===== src/rtl/hbridge_chopper.sv =====
module hbridge_chopper #(
  parameter int OFF_CYCLES = 96
) (
  input  logic clk,
  input  logic rst,
  input  logic dir,
  input  logic en,
  input  logic decay_slow,
  input  logic trip,
  input  logic reg_fault,
  input  logic cp_fault,
  output logic a_hi,
  output logic a_lo,
  output logic b_hi,
  output logic b_lo
);
  localparam int CW = (OFF_CYCLES > 1) ? $clog2(OFF_CYCLES) : 1;

  logic          src_en;
  logic [CW-1:0] off_cnt;
  logic          dir_q;
  logic [3:0]    gates, pat, nxt;

  wire conduct = en && src_en;

  always_comb begin
    if (conduct)         pat = dir ? 4'b1001 : 4'b0110;
    else if (decay_slow) pat = 4'b0101;
    else                 pat = dir ? 4'b0110 : 4'b1001;
    nxt = pat;
    if (cp_fault) begin
      nxt[3] = 1'b0;
      nxt[1] = 1'b0;
    end
    if (reg_fault || (dir != dir_q)) nxt = 4'b0000;
  end

  always_ff @(posedge clk) begin
    if (rst) begin
      src_en  <= 1'b1;
      off_cnt <= '0;
      dir_q   <= 1'b0;
      gates   <= 4'b0000;
    end else begin
      dir_q <= dir;
      gates <= nxt;
      if (src_en) begin
        if (trip) begin
          src_en  <= 1'b0;
          off_cnt <= CW'(OFF_CYCLES - 1);
        end
      end else if (off_cnt == '0) begin
        src_en <= 1'b1;
      end else begin
        off_cnt <= off_cnt - CW'(1);
      end
    end
  end

  assign {a_hi, a_lo, b_hi, b_lo} = gates;
endmodule


===== config.mk =====
export PLATFORM = sky130hd
export DESIGN_NAME = hbridge_chopper
export DESIGN_NICKNAME = d
export VERILOG_FILES = /design/src/rtl/hbridge_chopper.sv
export SDC_FILE = /design/constraint.sdc
export NUM_CORES = 1
export LEC_CHECK = 0
export BUFFER_PORTS_ARGS = -buffer_cell sky130_fd_sc_hd__buf_2
export CAP_MARGIN = 40
export CORE_MARGIN = 3
export CORE_UTILIZATION = 45
export CTS_BUF_LIST = sky130_fd_sc_hd__clkbuf_8
export CTS_CLUSTER_DIAMETER = 40
export DETAILED_ROUTE_END_ITERATION = 8
export PLACE_DENSITY = 0.67
export SLEW_MARGIN = 20
export SYNTH_ARGS = -nofsm -noshare
export SYNTH_HDL_FRONTEND = slang
export SYNTH_SLANG_ARGS = --single-unit

===== constraint.sdc =====
create_clock -name clk -period 5 [get_ports clk]
set_clock_uncertainty 0.2 [all_clocks]
set_input_delay 0.5 -clock clk [delete_from_list [all_inputs] [get_ports clk]]
set_output_delay 0.5 -clock clk [all_outputs]
set_load 0.02 [all_outputs]

==> metrics.cfg, run 1 <==
[run_status]
status=finished, final reports clean

[power_and_ir_drop]
p_comb_frac=0.191
irDropWorstVdd_mv=0.2677
p_sw_mw=0.07122
pwr_density_cell_mw_per_mm2=346.9
p_clk_frac=0.335
total_power_mw=0.2626
p_leak_nw=0.3190
swShare=0.2712
p_int_mw=0.1914
seqPwrFrac=0.475

[worst_setup_path]
cp-endpoint=off_cnt[0]
cp_num_buf_inv=1
critPathMaxFanout=5
worstReg2RegEnd=off_cnt[0]
crit_chain=inv_1 -> ha_1 -> or4b_4 -> o41ai_1 -> a221oi_1
r2r-start=off_cnt[0]
path_depth=5
crit_start=off_cnt[0]
rrSetupSlack_ns=3.05
critPathLaunchType=flop
critPathSlowestCell=or4b_4
rr_worst_depth=5
path_class=reg -> reg
critPathMaxStageDelay_ns=0.50
worstSetupEndpointType=flop
cp_data_required_time_ns=4.91
crit_family=simple AND/OR/NAND/NOR gates
cp.arrival_ns=1.85

[clock_tree]
cts_setup_buffers=0
cts.repair.resized=0
insertion_delay_ns=0.24
clk_pin_slew_worst_paths_ns=0.05
cts_sinks=13
root_buffer=clkbuf_8
cts_buffers=3
cts_hold_buf=0
cts_tree=done
htree_levels=1
cts_buffer_depth=2

[job]
maxCapViolations=0

[logic_synthesis]
synth_fp_nets=79
synth_area_sq_um=650.6
postSynthAreaPerCell_sq_um=9.429
synth_area_leader_cell=dfxtp_1
yosys.cell_types.count=32
async_flop_share=0
ys_seq_elements=13
synth_top_area_frac=0.4000
synth.most_common_cell=dfxtp_1
netlist_instances=69
ys_seq_area_frac=0.4000
synth_commonest_cells=13 x dfxtp_1, 5 x nor2_1, 4 x a21oi_1, 4 x a311oi_1, 4 x inv_1
synth_ff_type=dfxtp_1
yosysWarnings=0
synth.area.top_cells=dfxtp_1 40%, a311oi_1 5.4%, ha_1 3.8%
synth_edf_count=0

[sta]
finalSetupTns_ns=0
slew_viol_final=0
fin_crit_sh=0.3896
tightest_slew_ns=0.4879
setup_viol=0
min_period_ns=1.948
max_freq_mhz=513.3
slew_headroom=0.6743
hold_violations=0
postLayoutSetupSlackWorst_ns=3.052
rsz0062_at_grt=no

[cells_and_area]
n_antenna_cell=0
nets=92
n_fill_cell=122
syn2layout_area_growth_pct=16.35
stdcell_area_sq_um=757.0
drive_gt1_frac=0.2346

[route]
wl_met2_um=552
m1WireLength_um=610
wire_per_inst_um=12.72
vias_per_cell=5.563
ant_nets=0
drcViolationCount=0
dr.pass1.iters=4
vias=534
routed.top_layer=met4
drt_wl_total_mm=1.221
drtIter0Drc=20
wl_met3_um=47

[grt]
grt_first_pass_wirelength_mm=2.001
grt_max_degree=15
track_usage=0.1435
antenna_found_initial=0
grt_pass1_vias=462
overflow=0

[place]
place_congestion=0.8698
placed_area_sq_um=711.9
io_buffers=11
dp_hpwl_um=927.3
pre_cts_ws_ns=3.057

[die]
die_x_um=44.03
design.die.area_sq_mm=0.001938
rows=13
start_util=0.4878
die_y_um=44.03
ioPinCount=12
core_region_area_sq_mm=0.001334

[hold_path]
min_path_cells=2
hp-class=in -> reg

worst min-delay path by stage:
| stage | slack (ns) | end | from |
|---|---|---|---|
| after floorplan | 0.26 | off_cnt[5] | off_cnt[5] |
| after global placement | 0.29 | off_cnt[5] | off_cnt[5] |
| after detailed placement | 0.29 | off_cnt[5] | off_cnt[5] |
| after CTS | 0.23 | gates[0] | reg_fault |
| after global routing | 0.23 | gates[0] | reg_fault |
| final | 0.23 | gates[0] | reg_fault |
metal layers:
layer	vias to the layer above	GRT usage
met5	-	0
met4	0	0.05422
met3	2	0.07317
met2	7	0.1977
met1	245	0.1895
li1	280	-
sequential cells by signal, summed over array words and instances, names as in the netlist:
| signal | flops |
|---|---|
| src_en | 1 |
| dir_q | 1 |
| gates | 4 |
| off_cnt | 7 |
power groups by stage:
stage / Sequential, mW / Clock [mW] / Combinational, mW
2_1_floorplan: 0.122 / 0 / 0.0409
3_3_place_gp: 0.126 / 0 / 0.0491
3_5_place_dp: 0.126 / 0 / 0.0498
4_1_cts: 0.124 / 0.0914 / 0.0502
5_1_grt: 0.126 / 0.0961 / 0.0560
6_report: 0.125 / 0.0879 / 0.0501
per-stage QoR:
stage,std cells,utilization,hold slack [ns]
2_1_floorplan,69,-,0.2599
3_3_place_gp,92,0.5338,0.2916
3_5_place_dp,92,0.5338,0.2922
4_1_cts,96,0.5675,0.2264
5_1_grt,96,0.5675,0.2257
6_report,96,0.5675,0.2333
cells in the final DEF (no fill, tap or decap), drive strengths merged:
cell and n:
o32ai 2, buf 11, a311oi 4, inv 5
ha 2, or3 2, o2111ai 1, or4 1
dfxtp 13, nor2b 3, nand2 2, mux2 1
a311o 1, nor3b 1, o41ai 1, clkbuf 3
nand3 1, nand2b 3, or2 1, a221oi 1
nor3 3, and2 1, nor2 5, xor2 1
or2b 1, a211oi 1, mux2i 2, nor4b 2
and2b 1, a21oi 4, or4b 1
worst register-to-register path, stage by stage (launching register included):
cell and delay (ns):
dfxtp_1 0.32, inv_1 0.11, ha_1 0.19, or4b_4 0.50, o41ai_1 0.35, a221oi_1 0.15
cell type report:
class                   instances  area (sq um)  area share
multi-input cells              49         362.8      0.4793
clock buffers                   3         41.29     0.05455
repair buffers                 11         55.05     0.07273
clock inverters                 1         3.754    0.004959
flip-flops and latches         13         260.3      0.3438
inverters                       4         15.01     0.01983
well taps                      15         18.77     0.02479
kinds of logic after synthesis:
kind of cell / synth area share
multiplexers: 0.04808
XOR/XNOR: 0.01346
AND/OR/NAND/NOR: 0.2789
buffers and inverters: 0.04230
AO/OA/AOI/OAI: 0.1789
adder cells (fa/ha/maj): 0.03846
flip-flops: 0.4000
Power figures use the tool's default switching activity.
==> run 2, diff against run 1 <==
--- a/config.mk
+++ b/config.mk
@@ -5,6 +5,7 @@
 export SDC_FILE = /design/constraint.sdc
 export NUM_CORES = 1
 export LEC_CHECK = 0
+export ABC_AREA = 1
 export BUFFER_PORTS_ARGS = -buffer_cell sky130_fd_sc_hd__buf_2
 export CAP_MARGIN = 40
 export CORE_MARGIN = 3
@@ -12,7 +13,7 @@
 export CTS_BUF_LIST = sky130_fd_sc_hd__clkbuf_8
 export CTS_CLUSTER_DIAMETER = 40
 export DETAILED_ROUTE_END_ITERATION = 8
-export PLACE_DENSITY = 0.67
+export PLACE_DENSITY = 0.69
 export SLEW_MARGIN = 20
 export SYNTH_ARGS = -nofsm -noshare
 export SYNTH_HDL_FRONTEND = slang
==> constraint.sdc (replaced) <==
create_clock -name clk -period 1.65 [get_ports clk]
set_clock_uncertainty 0.2 [all_clocks]
set_input_delay 0.165 -clock clk [delete_from_list [all_inputs] [get_ports clk]]
set_output_delay 0.165 -clock clk [all_outputs]
set_load 0.02 [all_outputs]
==> run 2 against run 1 <==
Against the previous run: die area up 2.7%; critical path depth up 3; final area up 9.1%; via count up 19%; non-clock buffer count up 4; highest routed layer unchanged.
==> metrics.cfg, run 2 <==
[run_status]
status=finished, final reports clean

[clock_tree]
clk_pin_slew_worst_paths_ns=0.06  ; about the same
root_buffer=clkbuf_8
cts_buffers=3  ; unchanged
cts_sinks=13  ; unchanged
cts_tree=done
insertion_delay_ns=0.24  ; about the same
htree_levels=1  ; unchanged
cts_buffer_depth=2  ; unchanged

[power_and_ir_drop]
irDropWorstVdd_mv=0.5518  ; +110%
pwr_density_cell_mw_per_mm2=1008  ; +190%
p_comb_frac=0.233  ; +0.042
p_sw_mw=0.2486  ; +250%
swShare=0.2986  ; +0.02732
p_clk_frac=0.328  ; -0.007
p_leak_nw=0.4085  ; +28%
seqPwrFrac=0.440  ; -0.035
total_power_mw=0.8326  ; +220%
p_int_mw=0.5840  ; +210%

[sta]
max_freq_mhz=649.2  ; +26%
tightest_slew_ns=0.2568  ; -0.2311 ns
setup_viol=0  ; unchanged
finalSetupTns_ns=0  ; unchanged
slew_viol_final=0  ; unchanged
postLayoutSetupSlackWorst_ns=0.1097  ; -2.942 ns
rsz0062_at_grt=no
hold_violations=0  ; unchanged
fin_crit_sh=0.9335  ; +0.5439
min_period_ns=1.540  ; -0.4077 ns
slew_headroom=0.8282  ; +0.1539

[logic_synthesis]
synth_top_area_frac=0.3881  ; -0.01194
yosys.cell_types.count=18  ; -44%
postSynthAreaPerCell_sq_um=6.914  ; -27%
synth.most_common_cell=nand2_1
synth_ff_type=dfxtp_1
async_flop_share=0  ; unchanged
synth_area_leader_cell=dfxtp_1
synth_fp_nets=107  ; +35%
yosysWarnings=0  ; unchanged
netlist_instances=97  ; +41%
ys_seq_elements=13  ; unchanged
synth_edf_count=0  ; unchanged
synth_commonest_cells=28 x nand2_1, 13 x dfxtp_1, 11 x inv_1, 10 x nor2_1, 8 x nand3_1
synth_area_sq_um=670.6  ; +3.1%
synth.area.top_cells=dfxtp_1 39%, nand2_1 16%, inv_1 6.2%
ys_seq_area_frac=0.3881  ; -0.01194

[worst_setup_path]
cp.arrival_ns=1.46  ; -0.39 ns
worstSetupEndpointType=flop
rr_worst_depth=8  ; +3
cp_data_required_time_ns=1.57  ; -3.34 ns
critPathLaunchType=flop
path_class=reg -> reg
critPathMaxFanout=8  ; +3
rrSetupSlack_ns=0.11  ; -2.94 ns
r2r-start=off_cnt[0]
worstReg2RegEnd=off_cnt[2]

[route]
wire_per_inst_um=10.13  ; -20%
drcViolationCount=0  ; unchanged
vias=637  ; +19%
vias_per_cell=4.900  ; -12%
drtIter0Drc=19  ; -5.0%
drt_wl_total_mm=1.317  ; +7.9%
dr.pass1.iters=4  ; unchanged
ant_nets=0  ; unchanged

[grt]
track_usage=0.1530  ; +0.009495
grt_first_pass_wirelength_mm=2.228  ; +11%
grt_max_degree=10  ; -5
antenna_found_initial=0  ; unchanged
grt_pass1_vias=537  ; +16%
overflow=0  ; unchanged

[cells_and_area]
largest_register_ffs=7  ; unchanged
max_flop_register=off_cnt
n_antenna_cell=0  ; unchanged
layout_common_cells=28 x nand2_1, 13 x dfxtp_1, 11 x inv_1, 11 x buf_2, 10 x nor2_1
syn2layout_area_growth_pct=23.13
drive_gt1_frac=0.2435  ; +0.008910
final_common_cell=nand2_1
n_fill_cell=131  ; +7.4%
nets=126  ; +37%
reg_top3=off_cnt (7), gates (4)
stdcell_area_sq_um=825.8  ; +9.1%

[place]
place_congestion=0.8218  ; -5.5%
io_buffers=11  ; unchanged
placed_area_sq_um=748.2  ; +5.1%
dp_hpwl_mm=1.010  ; +8.9%
pre_cts_ws_ns=0.1052  ; -2.952 ns

[hold_path]
worstHoldEndpoint=dir_q
hp-class=in -> reg
min_path_cells=3  ; +1
worstHoldStart=dir

[die]
start_util=0.4968  ; +0.008951
rows=13  ; unchanged
ioPinCount=12  ; unchanged
die_y_um=44.61  ; +1.3%
die_x_um=44.61  ; +1.3%
design.die.area_sq_mm=0.001990  ; +2.7%
core_region_area_sq_mm=0.001350  ; +1.2%

[job]
maxCapViolations=0  ; unchanged

## run 2: worst max-delay path by stage
stage,endpoint,slack (ns),from
final,off_cnt[2],0.11,off_cnt[0]
after global routing,off_cnt[5],0.02,off_cnt[1]
after CTS,off_cnt[2],0.08,off_cnt[0]
after detailed placement,off_cnt[5],0.11,off_cnt[0]
after global placement,off_cnt[2],0.16,off_cnt[0]
after floorplan,off_cnt[2],0.18,off_cnt[0]
## run 2: area by class of cell
type                    instances  area (sq um)  area share
multi-input cells              70         360.3      0.4364
clock inverters                 1         3.754    0.004545
clock buffers                   3         41.29     0.05000
well taps                      15         18.77     0.02273
flip-flops and latches         13         260.3      0.3152
repair buffers                 15         90.09      0.1091
inverters                      13         51.30     0.06212
## run 2: power groups by stage
stage	Sequential, mW	Combinational [mW]	Clock [mW]
finish	0.366	0.194	0.273
global route	0.369	0.223	0.292
CTS	0.365	0.189	0.284
detailed placement	0.372	0.185	0
global placement	0.372	0.183	0
floorplan	0.370	0.139	0
## run 2: timing repair
action                     in CTS  in global routing
setup buffers                   0                  1
setup endpoints to repair       0                  3
resized for setup               0                  2
hold endpoints to repair        3                  0
hold buffers                    2                  0
## run 2: per-stage QoR
step | instances | hold WS (ns) | utilization
6_report | 130 | 0.01411 | 0.6117
5_1_grt | 130 | 0.05129 | 0.6117
4_1_cts | 129 | 0.01345 | 0.6024
3_5_place_dp | 123 | 0.2338 | 0.5542
3_3_place_gp | 123 | 0.2337 | 0.5542
2_1_floorplan | 97 | 0.1077 | -
## run 2: critical path, cell delays in order (launching register included)
cell	delay (ns)
dfxtp_1	0.34
inv_2	0.07
ha_1	0.19
nand3_1	0.12
nor2_4	0.06
nor2_4	0.23
inv_4	0.08
nand2_1	0.06
a21oi_1	0.06
## run 2: kinds of logic (layout without fill, tap and decap cells)
| family | count (synthesis) | in the layout | share of synthesized area |
|---|---|---|---|
| AND/OR/NAND/NOR | 58 | 58 | 0.4123 |
| buffers and inverters | 14 | 32 | 0.08209 |
| flip-flops | 13 | 13 | 0.3881 |
| AO/OA/AOI/OAI | 10 | 10 | 0.08022 |
| adder cells (fa/ha/maj) | 2 | 2 | 0.03731 |
## run 2: metal layers
layer  wire (um)  vias to the layer above  GRT usage
met3          37                        4    0.04065
met1         644                      285     0.1966
met2         618                        7     0.2350
met4          17                        0    0.07229
li1            -                      341          -
met5           0                        -          0
==> run 3, diff against run 2 <==
--- a/config.mk
+++ b/config.mk
@@ -14,6 +14,7 @@
 export CTS_CLUSTER_DIAMETER = 40
 export DETAILED_ROUTE_END_ITERATION = 8
 export PLACE_DENSITY = 0.69
+export REMOVE_ABC_BUFFERS = 1
 export SLEW_MARGIN = 20
 export SYNTH_ARGS = -nofsm -noshare
 export SYNTH_HDL_FRONTEND = slang
==> run 3 against run 2 <==
Against the previous run: utilization increased by 0.65 points; first-iteration DRC count shrank 5.3%; power up 3.4%; final area up 1.1%; non-clock buffer count up 1; highest routed layer unchanged.
==> metrics.cfg, run 3 (synthesis gave the netlist of run 2 again) <==
[cells_and_area]
max_flop_register=off_cnt
nets=127  ; +0.79%
final_common_cell=nand2_1
reg_top3=off_cnt (7), gates (4)
syn2layout_area_growth_pct=24.44
layout_common_cells=28 x nand2_1, 13 x dfxtp_1, 12 x inv_1, 11 x buf_2, 10 x nor2_1
largest_register_ffs=7  ; unchanged
drive_gt1_frac=0.2328  ; -0.01072
stdcell_area_sq_um=834.6  ; +1.1%
n_antenna_cell=0  ; unchanged
fin_util=0.6182  ; +0.006488
instances_no_fill=131  ; +0.77%

[place]
io_buffers=11  ; unchanged
dp_hpwl_mm=1.048  ; +3.8%
dp.cells=124  ; +0.81%
placed_area_sq_um=755.7  ; +1.0%
place_congestion=0.7712  ; -6.2%

[grt]
use_met1=0.2334  ; +0.03686
grt_first_pass_wirelength_mm=2.746  ; +23%
antenna_found_initial=0  ; unchanged
grt_pass1_vias=640  ; +19%
track_usage=0.1970  ; +0.04406
gr-usage-met2=0.3181  ; +0.08309
grt_max_degree=10  ; unchanged
overflow=0  ; unchanged
use_met3=0.03659  ; -0.004065
grt-busiest-layer=met2

[power_and_ir_drop]
p_leak_nw=0.4125  ; +0.99%
irDropWorstVdd_mv=0.5604  ; +1.6%
p_comb_frac=0.237  ; +0.004
p_int_mw=0.5870  ; +0.51%
seqPwrFrac=0.426  ; -0.014
p_sw_mw=0.2740  ; +10%
pwr_density_cell_mw_per_mm2=1032  ; +2.3%
p_clk_frac=0.337  ; +0.009
swShare=0.3182  ; +0.01967

[die]
core_region_area_sq_mm=0.001350  ; unchanged
rows=13  ; unchanged
start_util=0.4968  ; unchanged
design.die.area_sq_mm=0.001990  ; unchanged
die_x_um=44.61  ; unchanged
ioPinCount=12  ; unchanged
die_y_um=44.61  ; unchanged

[sta]
hold_violations=0  ; unchanged
fin_crit_sh=0.9239  ; -0.009639
min_period_ns=1.524  ; -0.01591 ns
slew_viol_final=0  ; unchanged
rsz0062_at_grt=no
setup_viol=0  ; unchanged
hold_ws_ns=0.01833  ; +0.004217 ns
slew_headroom=0.7798  ; -0.04835
max_freq_mhz=656.0  ; +1.0%
finalSetupTns_ns=0  ; unchanged
tightest_slew_ns=0.3290  ; +0.07226 ns

[clock_tree]
cts_buffer_depth=2  ; unchanged
cts_sinks=13  ; unchanged
cts_tree=done
htree_levels=1  ; unchanged
insertion_delay_ns=0.25  ; about the same
root_buffer=clkbuf_8
cts_buffers=3  ; unchanged
clk_pin_slew_worst_paths_ns=0.06  ; about the same

[worst_setup_path]
path_class=reg -> reg
cpMostUsedCell=nor2_4
critPathMaxStageDelay_ns=0.36  ; +0.02 ns
critPathMaxFanout=8  ; unchanged
cp.arrival_ns=1.46  ; about the same
critPathLaunchType=flop
crit_chain=inv_1 -> ha_1 -> nand3_1 -> nor2_4 -> nor2_4 -> inv_4 -> nand2_1 -> a21oi_2
crit_family=simple AND/OR/NAND/NOR gates
worstSetupEndpointType=flop
cp_num_buf_inv=2  ; unchanged
critPathSlowestCell=dfxtp_1
cp_data_required_time_ns=1.58  ; about the same

[route]
dr.pass1.iters=4  ; unchanged
ant_nets=0  ; unchanged
drcViolationCount=0  ; unchanged
drtIter0Drc=18  ; -1
drt_wl_total_mm=1.616  ; +23%
vias_per_cell=5.237  ; +6.9%
wire_per_inst_um=12.34  ; +22%
vias=686  ; +7.7%

[job]
maxCapViolations=0  ; unchanged

[hold_path]
hp-class=in -> reg

[run_status]
status=finished, final reports clean

==> run 3: cell types whose count changed in the layout (fill, tap and decap cells not counted) <==
cell	change
a21oi_1	-1
a21oi_2	+1
dlygate4sd3_1	+1
inv_1	+1
inv_2	-1
nand3_1	+1
nand3_2	-1
==> run 3: area by class of cell <==
cell class	instances	area, sq um
well taps	15	18.77
clock buffers	3	41.29
multi-input cells	70	359.1
flip-flops and latches	13	260.3
fillers	122	515.5
clock inverters	1	3.754
repair buffers	16	100.1
inverters	13	51.30
==> run 3: routing by layer <==
layer  part of all wire  vias up
li1                   -      343
met1               0.44      305
met2               0.47       31
met3              0.051        7
met4              0.036        0
met5                  0        -
==> run 3: repair_timing <==
action / in CTS / in global routing
endpoints found under the setup margin: 0 / 1
resized for setup: 0 / 1
hold buffers: 3 / 0
endpoints found under the hold margin: 4 / 0
setup buffers: 0 / 0
==> run 3: worst paths after layout <==
path / to / start / cells past startpoint / slack [ns]
worst max register to register: off_cnt[4] / off_cnt[1] / 8 / 0.13
worst min register to register: off_cnt[1] / off_cnt[1] / 2 / 0.30
worst min-delay path: gates[3] / decay_slow / 4 / 0.02
worst max-delay path: off_cnt[4] / off_cnt[1] / 8 / 0.13
==> run 3: power groups by stage <==
stage | combinational, mW | clock, mW | sequential [mW]
floorplan | 0.137 | 0 | 0.370
global placement | 0.188 | 0 | 0.371
detailed placement | 0.189 | 0 | 0.372
CTS | 0.200 | 0.291 | 0.365
global route | 0.231 | 0.308 | 0.370
finish | 0.204 | 0.290 | 0.367
==> run 3: worst reg2reg max path: cells and delay by family (launching register included) <==
kind | cells | cell delay (ns)
buffers and inverters | 2 | 0.15
AO/OA/AOI/OAI | 1 | 0.06
flip-flops | 1 | 0.36
adder cells (fa/ha/maj) | 1 | 0.17
AND/OR/NAND/NOR | 4 | 0.47
==> run 3: per-stage QoR <==
step	power (mW)	worst slack (ns)
floorplan	0.5063	0.1782
global placement	0.5592	0.2060
detailed placement	0.5610	0.1768
CTS	0.8559	0.1138
global route	0.9091	0.001966
finish	0.8610	0.1256
